**src/rtl/rwp_pkg.sv**
```systemverilog
package rwp_pkg;

    // One-cycle event pulses produced by the offset tracker
    typedef struct packed {
        logic wrap;
        logic lvl;
    } rwp_evt_t;

    localparam int unsigned NUM_FLAGS = 2;
    localparam int unsigned FLAG_EOB  = 0;
    localparam int unsigned FLAG_LVL  = 1;

endpackage

```
**src/rtl/rwp_cfg_watch.sv**
```systemverilog
module rwp_cfg_watch #(
    parameter int unsigned ADDR_W = 32
) (
    input  logic              clk,
    input  logic              rst_n,
    input  logic [ADDR_W-1:0] base_i,
    input  logic [ADDR_W-1:0] len_i,
    output logic              chg_o
);

    typedef struct packed {
        logic              primed;
        logic [ADDR_W-1:0] base;
        logic [ADDR_W-1:0] len;
    } st_t;

    st_t st_d, st_q;

    always_comb begin
        st_d        = st_q;
        st_d.primed = 1'b1;
        st_d.base   = base_i;
        st_d.len    = len_i;
        chg_o       = st_q.primed && ((base_i != st_q.base) || (len_i != st_q.len));
    end

    always_ff @(posedge clk or negedge rst_n) begin
        if (!rst_n) begin
            st_q <= '0;
        end else begin
            st_q <= st_d;
        end
    end

endmodule

```
**src/rtl/rwp_offset.sv**
```systemverilog
module rwp_offset
    import rwp_pkg::*;
#(
    parameter int unsigned ADDR_W     = 32,
    parameter int unsigned WORD_BYTES = 4
) (
    input  logic              clk,
    input  logic              rst_n,
    input  logic              adv_i,
    input  logic              chg_i,
    input  logic [ADDR_W-1:0] len_i,
    input  logic [ADDR_W-1:0] thresh_i,
    output logic [ADDR_W-1:0] off_o,
    output rwp_evt_t          evt_o
);

    localparam logic [ADDR_W:0] STEP = (ADDR_W+1)'(WORD_BYTES);

    typedef struct packed {
        logic [ADDR_W-1:0] off;
    } st_t;

    st_t             st_d, st_q;
    logic [ADDR_W:0] nxt;
    logic            take;

    always_comb begin
        st_d       = st_q;
        take       = adv_i && !chg_i;
        nxt        = {1'b0, st_q.off} + STEP;
        evt_o.wrap = take && (nxt >= {1'b0, len_i});
        evt_o.lvl  = take && (nxt == {1'b0, thresh_i});
        if (chg_i) begin
            st_d.off = '0;
        end else if (take) begin
            st_d.off = evt_o.wrap ? '0 : nxt[ADDR_W-1:0];
        end
        off_o = st_q.off;
    end

    always_ff @(posedge clk or negedge rst_n) begin
        if (!rst_n) begin
            st_q <= '0;
        end else begin
            st_q <= st_d;
        end
    end

endmodule

```
**src/rtl/rwp_sticky.sv**
```systemverilog
module rwp_sticky (
    input  logic clk,
    input  logic rst_n,
    input  logic set_i,
    input  logic clr_i,
    input  logic ien_i,
    output logic flag_o,
    output logic irq_o
);

    typedef struct packed {
        logic flag;
    } st_t;

    st_t st_d, st_q;

    always_comb begin
        st_d = st_q;
        if (set_i) begin
            st_d.flag = 1'b1;
        end else if (clr_i) begin
            st_d.flag = 1'b0;
        end
        flag_o = st_q.flag;
        irq_o  = st_q.flag && ien_i;
    end

    always_ff @(posedge clk or negedge rst_n) begin
        if (!rst_n) begin
            st_q <= '0;
        end else begin
            st_q <= st_d;
        end
    end

endmodule

```
**src/rtl/ring_wr_ptr.sv**
```systemverilog
module ring_wr_ptr
    import rwp_pkg::*;
#(
    parameter int unsigned ADDR_W     = 32,
    parameter int unsigned WORD_BYTES = 4
) (
    input  logic              clk,
    input  logic              rst_n,
    input  logic              word_vld,
    input  logic [ADDR_W-1:0] buf_base,
    input  logic [ADDR_W-1:0] buf_len,
    input  logic [ADDR_W-1:0] lvl_thresh,
    input  logic              eob_ien,
    input  logic              lvl_ien,
    input  logic              eob_clr,
    input  logic              lvl_clr,
    output logic [ADDR_W-1:0] wr_addr,
    output logic              eob_flag,
    output logic              lvl_flag,
    output logic              eob_irq,
    output logic              lvl_irq
);

    logic                 cfg_chg;
    logic [ADDR_W-1:0]    off;
    rwp_evt_t             evt;
    logic                 wrap_pls;
    logic                 lvl_pls;
    logic [NUM_FLAGS-1:0] f_set, f_clr, f_ien, f_flag, f_irq;

    rwp_cfg_watch #(.ADDR_W(ADDR_W)) u_watch (
        .clk    (clk),
        .rst_n  (rst_n),
        .base_i (buf_base),
        .len_i  (buf_len),
        .chg_o  (cfg_chg)
    );

    rwp_offset #(.ADDR_W(ADDR_W), .WORD_BYTES(WORD_BYTES)) u_off (
        .clk      (clk),
        .rst_n    (rst_n),
        .adv_i    (word_vld),
        .chg_i    (cfg_chg),
        .len_i    (buf_len),
        .thresh_i (lvl_thresh),
        .off_o    (off),
        .evt_o    (evt)
    );

    always_comb begin
        wrap_pls        = evt.wrap;
        lvl_pls         = evt.lvl;
        f_set[FLAG_EOB] = wrap_pls;
        f_set[FLAG_LVL] = lvl_pls;
        f_clr[FLAG_EOB] = eob_clr;
        f_clr[FLAG_LVL] = lvl_clr;
        f_ien[FLAG_EOB] = eob_ien;
        f_ien[FLAG_LVL] = lvl_ien;
    end

    for (genvar g = 0; g < NUM_FLAGS; g++) begin : g_flag
        rwp_sticky u_flag (
            .clk    (clk),
            .rst_n  (rst_n),
            .set_i  (f_set[g]),
            .clr_i  (f_clr[g]),
            .ien_i  (f_ien[g]),
            .flag_o (f_flag[g]),
            .irq_o  (f_irq[g])
        );
    end

    assign wr_addr  = buf_base + off;
    assign eob_flag = f_flag[FLAG_EOB];
    assign lvl_flag = f_flag[FLAG_LVL];
    assign eob_irq  = f_irq[FLAG_EOB];
    assign lvl_irq  = f_irq[FLAG_LVL];

endmodule

```
**config.mk**
```make
export PLATFORM = sky130hd
export DESIGN_NAME = ring_wr_ptr
export DESIGN_NICKNAME = d
export VERILOG_FILES = /design/src/rtl/rwp_pkg.sv /design/src/rtl/rwp_cfg_watch.sv /design/src/rtl/rwp_offset.sv /design/src/rtl/rwp_sticky.sv /design/src/rtl/ring_wr_ptr.sv
export SDC_FILE = /design/constraint.sdc
export NUM_CORES = 1
export LEC_CHECK = 0
export ABC_CLOCK_PERIOD_IN_PS = 5400
export BUFFER_PORTS_ARGS = -buffer_cell sky130_fd_sc_hd__buf_4
export CAP_MARGIN = 20
export CORE_UTILIZATION = 30
export CTS_CLUSTER_SIZE = 24
export DETAILED_ROUTE_END_ITERATION = 10
export PLACE_DENSITY = 0.45
export SYNTH_ARGS = -nofsm -noshare
export SYNTH_HDL_FRONTEND = slang
export SYNTH_HIERARCHICAL = 1
export SYNTH_SLANG_ARGS = --single-unit
```
**constraint.sdc**
```tcl
create_clock -name clk -period 5.4 [get_ports clk]
set_clock_uncertainty 0.05 [all_clocks]
set_input_delay 1.08 -clock clk [delete_from_list [all_inputs] [get_ports clk]]
set_output_delay 1.08 -clock clk [all_outputs]
set_load 0.005 [all_outputs]
```
## Word-level counts from Yosys, hierarchy flattened

Cells that the tools add are included.

- Output and inout bits: 36
- Word-level logic and storage cells: 30
- Bits of input ports: 103
- Bits in registers: 99

- Multiplexer cells: 7
- $lt $le $gt $ge: 1
- Eq/ne operators: 3
- Reductions and logical operators: 11
- $add $sub $neg: 2

Operator list:

| operator | count |
|---|---|
| two-way mux 32 bit | 3 |
| != test 32 bit | 2 |
| adder 32 x 3 -> 33 bit (second input constant) | 1 |
| == test 33 x 32 -> 1 bit | 1 |
| greater-or-equal comparator 33 x 32 -> 1 bit | 1 |
| adder 32 bit | 1 |
| logical AND 1 bit | 6 |
| nonzero test 2 bit | 3 |
| two-way mux 1 bit | 4 |
| logical NOT 1 bit | 1 |
| logical OR 1 bit | 1 |

## Logic depth before layout (Yosys ltp)

- Depth after elaboration: 9
- Mapped depth: 16
- Mapped depth without buffers: 14

## Modules after synthesis

The synthesis kept the hierarchy.

Modules (own cells, without submodules):

| module | times used | cells an instance | area each (sq um) | seq. area each (sq um) |
|---|---|---|---|---|
| rwp_offset | 1 | 461 | 3,602.2 | 750.7 |
| rwp_cfg_watch | 1 | 152 | 2,328.5 | 1,626.6 |
| ring_wr_ptr | 1 | 241 | 1,744.2 | 0.0 |
| rwp_sticky | 2 | 4 | 42.5 | 25.0 |

## Worst setup path after synthesis

No wires, ideal clock.

- Kind: input to output
- Start point: input buf_base[4]
- End point: output wr_addr[31]
- Buffers on the path: 0
- Data required time: 4,270 ps
- Stages: 8
- Arrival: 2,892 ps
- Slack: 1,378 ps
- Cells stage by stage: ha_1 -> o211ai_1 -> o21ai_2 -> o21bai_4 -> a22oi_4 -> a311oi_4 -> o311a_1 -> or3_1

- Word-level cells in the longest chain between the ends: 1

RTL lines:

| element | line | text |
|---|---|---|
| from (decl) | ring_wr_ptr.sv:10 | `input logic [ADDR_W-1:0] buf_base,` |
| adder 32 bit | ring_wr_ptr.sv:73 | `assign wr_addr = buf_base + off;` |
| to (decl) | ring_wr_ptr.sv:17 | `output logic [ADDR_W-1:0] wr_addr,` |

No other way between the ends.

## Worst setup path after layout

- Start point: input buf_base[4]
- End point: output wr_addr[26]

Same word-level chain as after synthesis.

==> results by group <==
Timing
  • Max Slew Vio Count: 0
  • FMAX: roughly 220 MHz
  • Tcrit/Tclk final: 0.840
  • Number of setup violations in the final report: 0
  • Slew HR: 0.344
  • Setup TNS Final: 0 ns
  • Final Hold Viols: 0
  • Final min period: approximately 4.5 ns
  • Worst-margin pin slew: 0.980 ns
  • RSZ-0062 raised after global routing: false

Synth
  • Asr flop ratio synth: 1.00
  • Top cell type's share of synthesized area: 0.313
  • Netlist cell types: 77
  • Warnings, synthesis: 6
  • Synth top area cells: dfrtp_1, ha_1, xnor2_1, xor2_1, nand2_1
  • Sequential area share after synthesis: 0.313
  • Post-synth EDFFs: 0
  • FF+latch count, synth: 97
  • Synthesized netlist cell count: about 860
  • Cell area after synthesis: 7760 sq um
  • Area leader, netlist: dfrtp_1
  • Syn Area/Cell: around 9.0 sq um
  • Post-synth top flop: dfrtp_1

Global routing
  • GRT busiest layer: met2
  • Global-route wire length before repair: approximately 40 mm
  • Vias in the first global route: between 6,000 and 7,000
  • Antenna violations before repair: 0
  • M3 GR Usage: 0.0252
  • Met1 GRT Util: 0.298
  • Largest net degree at the start of global routing: 60
  • Grt ovf: 0
  • Gr usage total: 0.207
  • Global-route met2 utilization: 0.326

Power
  • Worst vdd ir: roughly 0.18 mV
  • Leakage power total: between 4 and 5 nW
  • Power per cell area: around 190 nW/um^2

Job
  • Max Cap Viol: 0

Routing
  • DRC viols: 0
  • First drt pass iteration count: 5
  • DRT Wirelength: 27.1 mm
  • DR iter-0 viols: 460
  • Routed len/inst: a little over 20 um
  • Routed Antenna Nets: 0
  • DR vias/cell: around 5.1
  • Vias: approximately 6,800

Final layout
  • Share of cells above drive strength 1: 0.205
  • Commonest non-fill, non-tap cells in the layout: buf_4, dfrtp_1, nand2_1
  • N_diodes: 0
  • Final #Nets: approximately 1,200
  • Fill count: about 2,600
  • Area Overhead vs Synth: 21.8%
  • Design area: between 9000 and 10,000 sq um
  • Final Instance Count excl. Fillers: approximately 1,300
  • Commonest non-fill, non-tap cell in the layout: buf_4

CTS
  • Max Buffers Root-to-Sink: 2
  • Worst skew pair latency: 0.35 ns
  • Hold-fix buffers, CTS: 0
  • Postcts setup bufs: 0
  • CTS Sinks: 97
  • Root Driver: clkbuf_16
  • Cts bufs inserted: 9
  • H-tree depth: 3
  • Post_cts resized: 0
  • Clock slew at reported path FFs: approximately 0.07 ns
  • CTS tree: yes

Place
  • Cells after DPL: approximately 1,300
  • Routability cong.: between 0.8 and 0.9
  • PortBufs: about 140
  • Post-Place Cell Area: around 9100 sq um
  • Placed wire-length estimate: between 20 and 25 mm

Critical path
  • Crit Path Category: input port to output port
  • Most common cell on crit path: buf_4
  • Crit path DAT: between 3 and 4 ns
  • Max FO, Critical Path: 6
  • CP endpoint kind: output port
  • WP buf/inv: 2
  • R2r endpoint: u_off/off_o[7]$_DFFE_PN0P_
  • Max incr delay on CP: around 0.38 ns
  • Slowest stage cell, crit path: ha_1
  • Reg2Reg Depth: 15
  • R2R Path Start: u_off/off_o[19]$_DFFE_PN0P_
  • Reg2reg setup slack: approximately 1 ns
  • Kind of cell adding the most delay to the critical path: compound AO/OA/AOI/OAI gates
  • Crit-path cells: buf_4, ha_1, a211o_2, a31o_2, nand3_1, o221ai_1, a311oi_1, o21bai_1, xor2_1, buf_4
  • CP startpoint kind: input port
  • Crit path required time: 4.27 ns

Floorplan
  • Die H: roughly 160 um
  • Starting density of the core: 0.307
  • Rows: a little under 60
  • Core Region: roughly 25,000 sq um
  • Die X: ~160 um
  • Die area: ~27,000 sq um
  • Num ports: ~140

Status
  • Outcome: finished, final reports clean

Worst hold path
  • Worst Min Path Start: g_flag[0].u_flag/flag_o$_DFFE_PN0P_
  • Hold depth: 1
  • Worst Hold End: g_flag[0].u_flag/flag_o$_DFFE_PN0P_
  • HP Class: register to register
-- sequential cells by signal, summed over array words and instances, names as in the netlist --
signal / cells
u_watch/st_q: 65
u_off/off_o: 30
g_flag.u_flag/flag_o: 2
-- metal layers --
metal / vias up / routed length (um)
met5: - / 0
met4: 0 / 410
met3: 16 / 1300
met2: 214 / 12100
met1: 3205 / 13200
li1: 3370 / -
-- synth_stat cells (all sizes together) (3+ instances only) --
cell type and number:
dfrtp 97, nand2 78, xnor2 71, xor2 63
ha 62, inv 53, a21oi 46, nand4 43
o21ai 36, nor2 35, a21o 26, clkbuf 25
nand3 24, nor4 17, nor3 16, buf 12
o211ai 12, or2 11, and2 10, o2111ai 10
nor2b 8, a22o 7, and3 7, a211oi 6
a31oi 6, and4 6, nand2b 5, o21bai 5
or4 5, a311oi 4, o2bb2ai 4, or3 4
a2111oi 3, a41oi 3, mux2i 3, nand3b 3
o21a 3, o221ai 3, o22ai 3
-- cell families (layout without fill, tap and decap cells) --
kind of cell / count (synthesis) / count (layout) / synth area share
XOR/XNOR: 138 / 138 / 0.163
flip-flops: 97 / 97 / 0.313
adder cells (fa/ha/maj): 63 / 63 / 0.103
buffers and inverters: 90 / 225 / 0.0513
AND/OR/NAND/NOR: 276 / 276 / 0.191
multiplexers: 3 / 3 / 0.00387
other: 2 / 3 / 0.000968
AO/OA/AOI/OAI: 193 / 193 / 0.174
-- layout make-up --
cell class              instances  area (sq um)  share of cell area
clock inverters                 5          61.3             0.00649
multi-input cells             676          4940               0.522
repair buffers                156          1170               0.124
inverters                      53           199              0.0210
well taps                     330           413              0.0437
flip-flops and latches         97          2430               0.257
clock buffers                  11           243              0.0257
-- per-stage QoR --
stage          utilization  hold WS, ns  worst slack (ns)  power [mW]
6_report             0.374        0.467             0.867        1.81
5_1_grt              0.374        0.500             0.651        1.89
4_1_cts              0.374        0.480             0.860        1.83
3_5_place_dp         0.362        0.457             0.585        1.14
3_3_place_gp         0.362        0.455             0.595        1.14
2_1_floorplan            -        0.441              1.38       0.941
-- report_power, final --
part	switching [mW]	internal (mW)	total [mW]
clock network	0.311	0.377	0.687
logic	0.189	0.162	0.351
registers	0.0171	0.753	0.770
total	0.517	1.29	1.81
-- how the worst max path moves through the flow --
stage,depth (start not counted),from,endpoint
after floorplan,8,buf_base[4],wr_addr[31]
after global placement,14,buf_len[28],g_flag[1].u_flag/flag_o$_DFFE_PN0P_
after detailed placement,14,buf_len[28],g_flag[1].u_flag/flag_o$_DFFE_PN0P_
after CTS,10,buf_base[2],wr_addr[31]
after global routing,10,buf_base[15],wr_addr[26]
final,10,buf_base[4],wr_addr[26]
Note: power is estimated with default switching activity, not from simulation.
